### src/rtl/pos_bus_pkg.sv
package pos_bus_pkg;
  localparam int POS_W  = 16;
  localparam int LANE_W = 8;
endpackage

### src/rtl/pos_rst_sync.sv
module pos_rst_sync (
  input  logic clk,
  input  logic rst_n,
  output logic rst_sync_n
);
  logic [1:0] sync_q;

  always_ff @(posedge clk or negedge rst_n) begin
    if (!rst_n) sync_q <= 2'b00;
    else        sync_q <= {sync_q[0], 1'b1};
  end

  assign rst_sync_n = sync_q[1];
endmodule

### src/rtl/pos_snap_latch.sv
module pos_snap_latch #(
  parameter int W = pos_bus_pkg::POS_W
) (
  input  logic         clk,
  input  logic         rst_n,
  input  logic [W-1:0] cnt_pos,
  input  logic         cnt_busy,
  input  logic         hold_n,
  output logic [W-1:0] snap
);
  logic         cap_en;
  logic [W-1:0] snap_d, snap_q;

  // Capture only when the host allows it and the counter word is settled.
  always_comb begin
    cap_en = hold_n & ~cnt_busy;
    snap_d = cap_en ? cnt_pos : snap_q;
  end

  always_ff @(posedge clk or negedge rst_n) begin
    if (!rst_n) snap_q <= '0;
    else        snap_q <= snap_d;
  end

  assign snap = snap_q;
endmodule

### src/rtl/pos_byte_steer.sv
module pos_byte_steer #(
  parameter int W      = pos_bus_pkg::POS_W,
  parameter int LANE_W = pos_bus_pkg::LANE_W
) (
  input  logic [W-1:0] snap,
  input  logic         hi_sel,
  input  logic         inv_n,
  output logic [W-1:0] pin_o
);
  localparam int NLANE = W / LANE_W;
  localparam int TOP   = NLANE - 1;

  logic [W-1:0] word;

  assign word = inv_n ? snap : ~snap;

  // The top lane is shared by both bytes; the other lanes pass straight through.
  for (genvar l = 0; l < NLANE; l++) begin : g_lane
    if (l == TOP) begin : g_shared
      assign pin_o[l*LANE_W +: LANE_W] =
        hi_sel ? word[TOP*LANE_W +: LANE_W] : word[0 +: LANE_W];
    end else begin : g_direct
      assign pin_o[l*LANE_W +: LANE_W] = word[l*LANE_W +: LANE_W];
    end
  end
endmodule

### src/rtl/pos_bus_dir.sv
module pos_bus_dir #(
  parameter int W = pos_bus_pkg::POS_W
) (
  input  logic         clk,
  input  logic         rst_n,
  input  logic         bus_en_n,
  input  logic         dir_in_n,
  input  logic [W-1:0] pin_i,
  output logic [W-1:0] pin_oe,
  output logic         preset_en,
  output logic [W-1:0] preset_val
);
  logic         pe_d, pe_q;
  logic [W-1:0] pv_d, pv_q;

  always_comb begin
    pe_d = ~dir_in_n;
    pv_d = dir_in_n ? pv_q : pin_i;
  end

  always_ff @(posedge clk or negedge rst_n) begin
    if (!rst_n) begin
      pe_q <= 1'b0;
      pv_q <= '0;
    end else begin
      pe_q <= pe_d;
      pv_q <= pv_d;
    end
  end

  // Drive is forced off while the pins act as inputs.
  assign pin_oe     = {W{~bus_en_n & dir_in_n}};
  assign preset_en  = pe_q;
  assign preset_val = pv_q;
endmodule

### src/rtl/pos_bus_port.sv
module pos_bus_port #(
  parameter int W      = pos_bus_pkg::POS_W,
  parameter int LANE_W = pos_bus_pkg::LANE_W
) (
  input  logic         clk,
  input  logic         rst_n,
  input  logic [W-1:0] cnt_pos,
  input  logic         cnt_busy,
  input  logic         hold_n,
  input  logic         bus_en_n,
  input  logic         hi_sel,
  input  logic         inv_n,
  input  logic         dir_in_n,
  input  logic [W-1:0] pin_i,
  output logic [W-1:0] pin_o,
  output logic [W-1:0] pin_oe,
  output logic         preset_en,
  output logic [W-1:0] preset_val
);
  logic         rst_sync_n;
  logic [W-1:0] snap;

  pos_rst_sync u_rst (
    .clk        (clk),
    .rst_n      (rst_n),
    .rst_sync_n (rst_sync_n)
  );

  pos_snap_latch #(.W(W)) u_snap (
    .clk      (clk),
    .rst_n    (rst_sync_n),
    .cnt_pos  (cnt_pos),
    .cnt_busy (cnt_busy),
    .hold_n   (hold_n),
    .snap     (snap)
  );

  pos_byte_steer #(.W(W), .LANE_W(LANE_W)) u_steer (
    .snap   (snap),
    .hi_sel (hi_sel),
    .inv_n  (inv_n),
    .pin_o  (pin_o)
  );

  pos_bus_dir #(.W(W)) u_dir (
    .clk        (clk),
    .rst_n      (rst_sync_n),
    .bus_en_n   (bus_en_n),
    .dir_in_n   (dir_in_n),
    .pin_i      (pin_i),
    .pin_oe     (pin_oe),
    .preset_en  (preset_en),
    .preset_val (preset_val)
  );
endmodule

### config.mk
export PLATFORM = sky130hd
export DESIGN_NAME = pos_bus_port
export DESIGN_NICKNAME = d
export VERILOG_FILES = /design/src/rtl/pos_bus_pkg.sv /design/src/rtl/pos_rst_sync.sv /design/src/rtl/pos_snap_latch.sv /design/src/rtl/pos_byte_steer.sv /design/src/rtl/pos_bus_dir.sv /design/src/rtl/pos_bus_port.sv
export SDC_FILE = /design/constraint.sdc
export NUM_CORES = 1
export LEC_CHECK = 0
export BUFFER_PORTS_ARGS = -buffer_cell sky130_fd_sc_hd__buf_2
export CAP_MARGIN = 20
export CORE_AREA = 2 2 63 77
export CTS_CLUSTER_SIZE = 20
export DETAILED_ROUTE_END_ITERATION = 8
export DIE_AREA = 0 0 65 79
export PLACE_DENSITY = 0.76
export REMOVE_ABC_BUFFERS = 1
export SLEW_MARGIN = 20
export SYNTH_ARGS = -nofsm -noshare
export SYNTH_HDL_FRONTEND = slang
export SYNTH_HIERARCHICAL = 1
export SYNTH_SLANG_ARGS = --single-unit
### constraint.sdc
create_clock -name clk -period 1.4 [get_ports clk]
set_clock_uncertainty 0.15 [all_clocks]
set_input_delay 0.14 -clock clk [delete_from_list [all_inputs] [get_ports clk]]
set_output_delay 0.14 -clock clk [all_outputs]
set_load 0.02 [all_outputs]
==> impl_results.md <==
- Synth top area share: 49.9%
- Arrival time worst endpoint: 1.20 ns
- Ys flop type: dfrtp_1
- Post-synthesis simple-gate area fraction: 1.14%
- Routed len/inst: 13.1 microns
- Final Non-Filler Cells: 301
- Initial antenna violation count: 0
- Critical path launch point type: flop
- H-tree depth: 2
- GRT met3 Usage: 5.10%
- Port bufs: 88
- # fillers: 349
- DR vias/cell: 4.37
- Final-report hold violation count: 0
- WHS: 0.0242 ns
- GR met1 Demand/Resource: 17.8%
- Setup TNS: -0.487 ns
- Max Clk Rate: 0.672 GHz
- CTS tree: yes
- Worst Path Buf+Inv: 1
- Leakage: 1.38 nW
- Area Overhead vs Synth: 53.3%
- First-pass GRT wire length: 6370 microns
- Setup violators final: 9
- Gr busiest metal: met2
- Die Footprint: 0.00514 sq mm
- Placed cell count: 247
- HP Class: input pin to asynchronous set/reset pin
- Core Area: 0.00443 sq mm
- DRC viols: 0
- Final worst setup slack: -0.0879 ns
- Crit-path max cell delay: 0.39 ns
- Placed inst area: 0.00212 sq mm
- Synthesized area: 0.00176 sq mm
- Sequence of cells on the critical path: mux2i_1 > xor2_1 > buf_4
- Die W: 65 microns
- WS Path Type: flop to primary output
- Mux share of post-synthesis cell area: 28.9%
- Starting density of the core: 39.7%
- Tmin final: 1.49 ns
- Layout Nets: 282
- Non-Filler Cell Area, Final: 0.00269 sq mm
- GRT overflow: 0
- Latest clock arrival within the worst-skew pair: 0.27 ns
- Cell count after synthesis: 117
- I/O pin count: 89
- Asr flop ratio synth: 100%
- Cell family with most CP delay: flip-flops
- Slew Limit Fails: 0
- Iteration-0 DRC Markers: 31
- Commonest cells post-synth: dfrtp_1, mux2_4, buf_4
- WL final: 3940 microns
- Row count: 27
- Fraction of the mapped netlist area in adder cells: 0%
- Post-DRT Antenna Nets: 0
- Crit-path slowest cell: dfrtp_1
- TritonCTS Buffers: 5
- Clk buf depth: 2
- Max cap viols: 0
- Xor/xnor share of the synthesized area: 7.98%
- WP data required: 1.11 ns
- Outcome: finished, violations left
- Gpl congestion: 0.671
- Post-synthesis compound-gate area fraction: 0%
- Vias: 1,316
- RSZ-0062 raised after global routing: yes
- Vias in the first global route: 1,386
- Largest family of logic cells by synthesized area: multiplexers
- Power Total: 2.99 mW
- Die H: 79 microns
- Max FO, Critical Path: 2
- Layout cells sized above 1: 60.1%
- Number of detailed-route iterations in the first pass: 3
- Detail Placement HPWL: 2400 microns
- Area leader, netlist: dfrtp_1
- EDFF count, synth: 0
- CTS Root Cell: clkbuf_8
- Synth Register Bits: 35
- Worst-path clk slew: 0.07 ns
- Synth unique cells: 13
- Top-count cell post-synth: dfrtp_1
- Pwr dens: 1110 mW/mm^2
- Antenna cells: 0
- Syn. warnings: 6
- Met2 Use GR: 30.1%
- Share of the cycle needed by the critical path after routing: 106%
- VDD IR-drop max: 0.660 mV
- Crit path capture type: primary output
- Tot GR Track Use: 16.4%
- Post-synthesis sequential area ratio: 49.9%
- CTS Sinks: 35
- Largest net degree at the start of global routing: 20
- Synth top area cells: dfrtp_1, mux2_4, mux2_2, buf_4, mux2i_1
- Syn_area_per_cell: 15.0 sq um
- Failing checks: negative setup slack
==> flip-flops by register name (all words and copies together), names as in the netlist <==
register,cells
u_snap/snap,16
u_dir/preset_en,1
u_dir/preset_val,16
u_rst/sync_q,2
==> power breakdown <==
group	total, mW	internal (mW)	leakage [nW]	switching [mW]
Combinational	1.03	0.545	0.917	0.484
Clock	0.770	0.448	0.0515	0.322
Sequential	1.19	1.13	0.410	0.0633
==> kinds of logic (layout without fill, tap and decap cells) <==
logic type | Yosys count | count (layout)
multiplexers | 40 | 40
flip-flops | 35 | 35
buffers and inverters | 23 | 149
XOR/XNOR | 16 | 16
AND/OR/NAND/NOR | 2 | 2
other | 1 | 1
==> cell usage in the layout (no fill, tap or decap) <==
cell and count:
buf_2 72, dfrtp_1 35, dlygate4sd3_1 34, buf_4 33
mux2_4 18, mux2_2 14, xnor2_1 8, mux2i_1 8
xor2_1 8, clkbuf_8 7, clkbuf_1 1, inv_1 1
nor2b_1 1, conb_1 1, nor2b_4 1, buf_12 1
==> area by class of cell <==
cell class,count,area [sq um],share of cell area (%)
Timing Repair Buffer,140,968,36.0
Sequential cell,35,876,32.5
Clock buffer,8,100,3.72
Inverter,1,3.75,0.139
Tap cell,58,72.6,2.70
Multi-Input combinational cell,59,672,25.0
==> per-stage QoR <==
step,worst slack (ns),utilization [%]
2_1_floorplan,-3.21,-
3_3_place_gp,0.171,48.0
3_5_place_dp,0.135,48.0
4_1_cts,-0.0776,60.1
5_1_grt,-0.161,60.8
6_report,-0.0879,60.8
==> worst paths after layout <==
check / cells past startpoint / startpoint / slack [ns] / endpoint
setup / recovery: 3 / u_snap/snap[6]$_DFFE_PN0P_ / -0.09 / pin_o[14]
hold / removal: 2 / rst_n / 0.02 / u_rst/sync_q[0]$_DFF_PN0_
setup reg to reg: 2 / u_snap/snap[6]$_DFFE_PN0P_ / 0.34 / u_snap/snap[6]$_DFFE_PN0P_
hold reg to reg: 1 / u_rst/sync_q[1]$_DFF_PN0_ / 0.04 / u_dir/preset_val[0]$_DFFE_PN0N_
max in group asynchronous: 1 / u_rst/sync_q[1]$_DFF_PN0_ / 0.83 / u_snap/snap[8]$_DFFE_PN0P_
min in group clk: 2 / dir_in_n / 0.11 / u_dir/preset_val[1]$_DFFE_PN0N_
==> routing by layer <==
layer / wire length (microns) / up-vias
li1: - / 619
met1: 1470 / 617
met2: 2130 / 75
met3: 289 / 5
met4: 48 / 0
met5: 0 / -
==> what timing repair did <==
item / CTS / global route
gates resized for setup: 8 / 8
pin swaps: 0 / 0
endpoints found under the setup margin: 8 / 16
hold buffers: 34 / 0
hold endpoints to repair: 35 / 0
cloned: 0 / 0
buffers inserted: 10 / 2
Power figures use the tool's default switching activity.
